<file path="src/rtl/pll_coeff_search.sv">
module pll_coeff_search #(
  parameter int TGT_W   = 10,
  parameter int REF_W   = 8,
  parameter int MW      = 8,
  parameter int ERR_W   = 16,
  parameter int VCO_MIN = 1000,
  parameter int VCO_MAX = 2064,
  parameter int U_MIN   = 12,
  parameter int U_MAX   = 38,
  parameter int M_MIN   = 1,
  parameter int M_MAX   = 255,
  parameter int N_MIN   = 8,
  parameter int N_MAX   = 255,
  parameter int PL_MIN  = 1
) (
  input  logic             clk,
  input  logic             rst_n,
  input  logic             start_i,
  input  logic [TGT_W-1:0] target_i,
  input  logic [REF_W-1:0] ref_i,
  output logic             busy_o,
  output logic             done_o,
  output logic [MW-1:0]    m_o,
  output logic [MW-1:0]    n_o,
  output logic [3:0]       pl_o,
  output logic [ERR_W-1:0] err_o,
  output logic             exact_o
);

  localparam int DW = TGT_W + 1 + 6 + MW;
  localparam int CW = $clog2(DW + 1);
  localparam logic [MW:0] M_LO = (MW+1)'(M_MIN);
  localparam logic [MW:0] M_HI = (MW+1)'(M_MAX);
  localparam logic [MW:0] N_LO = (MW+1)'(N_MIN);
  localparam logic [MW:0] N_HI = (MW+1)'(N_MAX);
  localparam logic [3:0]  LAST_IDX = 4'd14;

  typedef enum logic [3:0] {
    S_IDLE, S_VT, S_HI, S_LO, S_PL, S_M, S_U, S_N, S_NC, S_VCO, S_LW, S_DONE
  } st_t;

  function automatic logic [5:0] ratio_of(input logic [3:0] i);
    case (i)
      4'd0: ratio_of = 6'd1;   4'd1: ratio_of = 6'd2;   4'd2: ratio_of = 6'd3;
      4'd3: ratio_of = 6'd4;   4'd4: ratio_of = 6'd5;   4'd5: ratio_of = 6'd6;
      4'd6: ratio_of = 6'd8;   4'd7: ratio_of = 6'd10;  4'd8: ratio_of = 6'd12;
      4'd9: ratio_of = 6'd16;  4'd10: ratio_of = 6'd12; 4'd11: ratio_of = 6'd16;
      4'd12: ratio_of = 6'd20; 4'd13: ratio_of = 6'd24; default: ratio_of = 6'd32;
    endcase
  endfunction

  function automatic logic [3:0] idx_of(input logic [5:0] b);
    logic [3:0] r;
    r = LAST_IDX;
    for (int i = 13; i >= 0; i--)
      if (ratio_of(4'(i)) >= b) r = 4'(i);
    return r;
  endfunction

  function automatic logic [5:0] clamp_ratio(input logic [DW-1:0] q);
    if (q == '0) return 6'd1;
    if (q > DW'(32)) return 6'd32;
    return q[5:0];
  endfunction

  st_t st;
  logic [DW-1:0]    tgt, vmax, vt, vt2;
  logic [REF_W-1:0] ref_r;
  logic [5:0]       hi_b;
  logic [3:0]       pl, pl_hi;
  logic [MW:0]      m, n, n2;
  logic [DW-1:0]    dq, dr, dd;
  logic [CW-1:0]    dc;
  logic [MW-1:0]    bm, bn;
  logic [3:0]       bpl;
  logic [ERR_W-1:0] be;

  logic [DW:0]   r_sh;
  logic          ge;
  logic [DW-1:0] r_sub, vt_n, vmax_n, dlt;
  logic [5:0]    rat;

  assign r_sh   = {dr, dq[DW-1]};
  assign ge     = r_sh >= {1'b0, dd};
  assign r_sub  = DW'(r_sh - {1'b0, dd});
  assign vt_n   = tgt + dq;
  assign vmax_n = (vt_n > DW'(VCO_MAX)) ? vt_n : DW'(VCO_MAX);
  assign rat    = ratio_of(pl);
  assign dlt    = (dq >= tgt) ? dq - tgt : tgt - dq;

  always_ff @(posedge clk or negedge rst_n) begin
    if (!rst_n) begin
      st <= S_IDLE;
      tgt <= '0; vt <= '0; vmax <= '0; vt2 <= '0; ref_r <= '0;
      hi_b <= '0; pl <= '0; pl_hi <= '0; m <= '0; n <= '0; n2 <= '0;
      dq <= '0; dr <= '0; dd <= '0; dc <= '0;
      bm <= MW'(M_MAX); bn <= MW'(N_MIN); bpl <= 4'(PL_MIN); be <= '1;
    end else begin
      if (dc != '0) begin
        dq <= {dq[DW-2:0], ge};
        dr <= ge ? r_sub : r_sh[DW-1:0];
        dc <= dc - 1'b1;
      end
      case (st)
        S_IDLE: if (start_i) begin
          tgt   <= DW'({target_i, 1'b0});
          ref_r <= ref_i;
          bm <= MW'(M_MAX); bn <= MW'(N_MIN); bpl <= 4'(PL_MIN); be <= '1;
          dq <= DW'({target_i, 1'b0}); dd <= DW'(50); dr <= '0; dc <= CW'(DW);
          st <= S_VT;
        end
        S_VT: if (dc == '0) begin
          vt <= vt_n; vmax <= vmax_n;
          dq <= vmax_n + vt_n - 1'b1; dd <= vt_n; dr <= '0; dc <= CW'(DW);
          st <= S_HI;
        end
        S_HI: if (dc == '0) begin
          hi_b <= clamp_ratio(dq);
          dq <= DW'(VCO_MIN); dd <= vt; dr <= '0; dc <= CW'(DW);
          st <= S_LO;
        end
        S_LO: if (dc == '0) begin
          pl    <= idx_of(clamp_ratio(dq));
          pl_hi <= idx_of(hi_b);
          st    <= S_PL;
        end
        S_PL: begin
          if (pl > pl_hi) st <= S_DONE;
          else begin
            vt2 <= tgt * DW'(rat);
            m   <= M_LO;
            st  <= S_M;
          end
        end
        S_M: begin
          if (m > M_HI) begin
            pl <= pl + 1'b1; st <= S_PL;
          end else begin
            dq <= DW'(ref_r); dd <= DW'(m); dr <= '0; dc <= CW'(DW);
            st <= S_U;
          end
        end
        S_U: if (dc == '0) begin
          if (dq < DW'(U_MIN)) begin
            pl <= pl + 1'b1; st <= S_PL;
          end else if (dq > DW'(U_MAX)) begin
            m <= m + 1'b1; st <= S_M;
          end else begin
            dq <= DW'(vt2 * DW'(m)); dd <= DW'(ref_r); dr <= '0; dc <= CW'(DW);
            st <= S_N;
          end
        end
        S_N: if (dc == '0) begin
          if (dq > DW'(N_MAX)) begin
            pl <= pl + 1'b1; st <= S_PL;
          end else begin
            n  <= dq[MW:0];
            n2 <= dq[MW:0] + (MW+1)'(dr != '0);
            st <= S_NC;
          end
        end
        S_NC: begin
          if (n > n2 || n > N_HI) begin
            m <= m + 1'b1; st <= S_M;
          end else if (n < N_LO) begin
            n <= n + 1'b1;
          end else begin
            dq <= DW'(ref_r) * DW'(n); dd <= DW'(m); dr <= '0; dc <= CW'(DW);
            st <= S_VCO;
          end
        end
        S_VCO: if (dc == '0) begin
          if (dq >= DW'(VCO_MIN) && dq <= vmax) begin
            dq <= dq + DW'(rat >> 1); dd <= DW'(rat); dr <= '0; dc <= CW'(DW);
            st <= S_LW;
          end else begin
            n <= n + 1'b1; st <= S_NC;
          end
        end
        S_LW: if (dc == '0) begin
          if (dlt < DW'(be)) begin
            bm <= m[MW-1:0]; bn <= n[MW-1:0]; bpl <= pl; be <= dlt[ERR_W-1:0];
          end
          if (dlt == '0) st <= S_DONE;
          else begin
            n <= n + 1'b1; st <= S_NC;
          end
        end
        S_DONE: st <= S_IDLE;
        default: st <= S_IDLE;
      endcase
    end
  end

  assign busy_o  = st != S_IDLE;
  assign done_o  = st == S_DONE;
  assign m_o     = bm;
  assign n_o     = bn;
  assign pl_o    = bpl;
  assign err_o   = be;
  assign exact_o = be == '0;

  AST_DONE_PULSE: assert property (@(posedge clk) disable iff (!rst_n)
    done_o |=> !done_o && !busy_o);
  AST_DONE_IN_BUSY: assert property (@(posedge clk) disable iff (!rst_n)
    done_o |-> busy_o);
  AST_ERR_NO_RISE: assert property (@(posedge clk) disable iff (!rst_n)
    (busy_o && $past(busy_o)) |-> err_o <= $past(err_o));
  AST_IDLE_HOLD: assert property (@(posedge clk) disable iff (!rst_n)
    (!busy_o && !start_i) |=> $stable(m_o) && $stable(n_o) && $stable(pl_o) && $stable(err_o));
  AST_PL_RANGE: assert property (@(posedge clk) disable iff (!rst_n)
    done_o |-> pl_o <= LAST_IDX);
  AST_N_RANGE: assert property (@(posedge clk) disable iff (!rst_n)
    (done_o && err_o != '1) |-> (n_o >= MW'(N_MIN) && m_o >= MW'(M_MIN)));
  AST_FALLBACK: assert property (@(posedge clk) disable iff (!rst_n)
    (done_o && err_o == '1) |-> (m_o == MW'(M_MAX) && n_o == MW'(N_MIN) && pl_o == 4'(PL_MIN)));
  AST_DIV_QUIET: assert property (@(posedge clk) disable iff (!rst_n)
    !busy_o |-> dc == '0);

endmodule

</file>
<file path="config.mk">
export PLATFORM = sky130hd
export DESIGN_NAME = pll_coeff_search
export DESIGN_NICKNAME = d
export VERILOG_FILES = /design/src/rtl/pll_coeff_search.sv
export SDC_FILE = /design/constraint.sdc
export NUM_CORES = 2
export LEC_CHECK = 0
export ABC_AREA = 1
export BUFFER_PORTS_ARGS = -buffer_cell sky130_fd_sc_hd__buf_2
export CELL_PAD_IN_SITES_DETAIL_PLACEMENT = 0
export CELL_PAD_IN_SITES_GLOBAL_PLACEMENT = 2
export CORE_ASPECT_RATIO = 1.2
export CORE_MARGIN = 1
export CORE_UTILIZATION = 30
export CTS_BUF_LIST = sky130_fd_sc_hd__clkbuf_4
export DETAILED_ROUTE_END_ITERATION = 12
export GPL_TIMING_DRIVEN = 0
export PLACE_DENSITY = 0.72
export SLEW_MARGIN = 15
export SYNTH_ARGS = -nofsm -noshare
export SYNTH_HDL_FRONTEND = slang
export SYNTH_SLANG_ARGS = --single-unit
export TNS_END_PERCENT = 1
</file>
<file path="constraint.sdc">
create_clock -name clk -period 6.8 [get_ports clk]
set_input_delay 0.68 -clock clk [delete_from_list [all_inputs] [get_ports clk]]
set_output_delay 0.68 -clock clk [all_outputs]
set_load 0.02 [all_outputs]
</file>
==> qor.txt <==
Post-Synthesis Cells - 4215
Most frequent cells in the layout - nand2_1 (982), inv_1 (712), o21ai_0 (327), nor2_1 (298), ha_1 (249)
FF-to-FF Start - m[2]
Skew final - 0.117 ns
Setup TNS - 0 ns
Synthesized cell area - 29600 sq um
Period utilization - 96.1%
Complex-gate fraction of the synthesized area - 16.4%
DR vias/cell - 5.13
Worst Path Max Fanout - 11
Largest family of logic cells by synthesized area - simple AND/OR/NAND/NOR gates
First-pass GRT wire length - 197 mm
Area leader, netlist - dfrtp_1
Share of cells above drive strength 1 - 9.91%
Worst setup EP type - register
Failing checks - design-rule violations
Commonest non-fill, non-tap cell in the layout - nand2_1
DRT iter0 DRCs - 2271
Largest net degree at the start of global routing - 92
Worst slew pin tran - 1.28 ns
Hpwl dp - 109 mm
RR Endpoint - dq[18]
Clk buf depth - 3
Setup Fix Bufs, Post-CTS - 0
Mux share of post-synthesis cell area - 0.140%
Fmax - 153 MHz
Final net count - 4820
Clock slew at reported path FFs - 0.07 ns
Final wirelength - 134 mm
Row count - 125
Gpl congestion - 0.976
Total GRT Usage - 26.9%
Maxcap violations - 0
Minimum clock period - 6.53 ns
Placed cells - 5557
Root buf cell - clkbuf_4
Io pins - 60
Worst path max stage delay - 0.82 ns
Vias after detailed routing - 29300
CP Data Required Time - 7.65 ns
Crit path kind - reg2reg
DP Area - 31600 sq um
Ys flop type - dfrtp_1
Sink Count - 245
Yosys reg bits - 245
EDFF count, synth - 0
Worst Path Arrival - 7.39 ns
CP startpoint - m[2]
Post-synth cell types - 78
Area added between synthesis and finish - 10.9%
Grt ovf - 0
Critical path cell sequence - buf_2 -> nand2_1 -> fa_1 -> inv_1 -> fa_1 -> fa_1 -> fa_1 -> ha_1 -> a21o_1 -> a21oi_1 -> o21ai_0 -> a21boi_0 -> o21ai_0 -> o21ai_0 -> nand3_1 -> a21oi_1 -> nand2_1 -> nand2_1 -> nand2_1
Max-slew violations - 0
ANT nets after route - 0
Routed len/inst - 23.4 um
# port buffers - 59
Sequential area share after synthesis - 20.9%
DRC Markers - 4
Die H - 346 um
Post-Synth XOR/XNOR Area - 3.02%
Crit start category - register
Area contributors post-synth - dfrtp_1 (19%), nand2_1 (12%), fa_1 (12%)
Num CTS Buffers - 81
Cell area after layout - 32800 sq um
Hold WS - 0.147 ns
RSZ-0062 raised after global routing - true
Reg-to-reg slack, setup - 0.27 ns
# H-tree levels - 3
DIE WIDTH - 289 um
CP endpoint - dq[18]
Average size of a mapped cell - 7.01 sq um
Cells on worst reg2reg path - 19
Starting Density - 30.4%
Drt first pass iters - 12
Max_slew headroom - 14.5%
DIE AREA - 99800 sq um
Final setup viols - 0
Vias in the first global route - 29300
Slowest CP cell - o21ai_0
Simple-gate share of the synthesized area - 24.7%
Non-Filler Instances - 5712
Core area - 97300 sq um
Synth Warn # - 0
Hold Crit Class - in2reg
TritonCTS clock tree - yes
Skew-Pair Late Insertion Delay - 0.98 ns
Async SR Flop Fraction - 100%
Initial antenna violation count - 3
Synth top area share - 18.5%
Post-Synth Adder-Cell Area - 22.7%
Hold Vio Cnt, Final - 0
Status - complete, but fails checks
==> layout make-up <==
cell class	count	area, sq um
clock inverters	28	170
fillers	10900	64500
repair buffers	71	478
flip-flops and latches	245	6170
clock buffers	122	916
diodes	4	10.0
well taps	1270	1590
inverters	743	2810
multi-input cells	3071	19900
plain buffers	158	767
==> state kept, by name (all words and copies together), names as in the netlist, 10 cells and up <==
name and count:
dr 25, vt2 16, vt 25, dq 25, dd 25, err_o 16, tgt 10, vmax 25
==> timing repair <==
action | CTS | global route
hold endpoints to repair | 146 | 0
hold buffers | 9 | 0
pin swaps | 0 | 0
setup endpoints to repair | 24 | 13
resized for setup | 7 | 15
==> cells in the mapped netlist, types with 17 or more instances <==
cell type    n
buf_2       18
nor2_2      18
xor2_1      79
xnor2_1     23
fa_1       179
nand4_1     42
nor4_1      23
a21oi_1    231
o21bai_1    17
inv_1      712
o22ai_1     32
clkbuf_1   113
nor2_1     298
ha_1       249
dfstp_2     26
o21ai_0    328
nand2_1    982
o211ai_1    35
nand3_1    183
o21ai_1     53
a31oi_1     24
dfrtp_1    219
nand2_2     39
inv_2       17
nor3_1      40
==> critical path, delay by kind of cell, from the launching register on <==
| family | cells | cell delay, ns |
|---|---|---|
| AOI/OAI and AO/OA | 7 | 2.26 |
| adders and majority gates | 5 | 2.43 |
| buffers and inverters | 2 | 0.43 |
| DFF | 1 | 0.67 |
| and+or+nand+nor | 5 | 0.62 |
==> cells by family (layout without fill, tap and decap cells) <==
| group | after synthesis | in the layout |
|---|---|---|
| simple gates | 1686 | 1686 |
| buf+inv | 909 | 1122 |
| compound gates | 840 | 840 |
| fa+ha+maj | 428 | 428 |
| flops | 245 | 245 |
| xor+xnor | 102 | 102 |
| mux | 4 | 4 |
| other cells | 1 | 15 |
==> per-layer routing <==
metal	vias up	track usage (%)	part of all wire, %
met1	14200	33.6	42
met4	0	15.1	5.9
met3	277	3.87	5.0
li1	13900	-	-
met5	-	0	0
met2	879	44.1	47
==> per-stage QoR <==
stage / setup slack, ns / util, %
2_1_floorplan: 1.43 / -
3_3_place_gp: -0.793 / 32.4
3_5_place_dp: -0.793 / 32.5
4_1_cts: 0.00669 / 33.7
5_1_grt: -0.0860 / 33.7
6_report: 0.265 / 33.7
==> how the worst min path moves through the flow <==
stage / slack [ns] / cells after the start / start / end
3_3_place_gp: 0.46 / 2 / m_o[1] / m_o[1]
4_1_cts: 0.04 / 3 / target_i[9] / tgt[10]
3_5_place_dp: 0.46 / 2 / m_o[5] / m_o[5]
5_1_grt: 0.08 / 3 / target_i[9] / tgt[10]
2_1_floorplan: 0.38 / 0 / rst_n / dc[0]
6_report: 0.15 / 3 / target_i[9] / tgt[10]
Power is not shown: default switching activity piles up to over one toggle a cycle in this logic, so the estimate is an artifact.
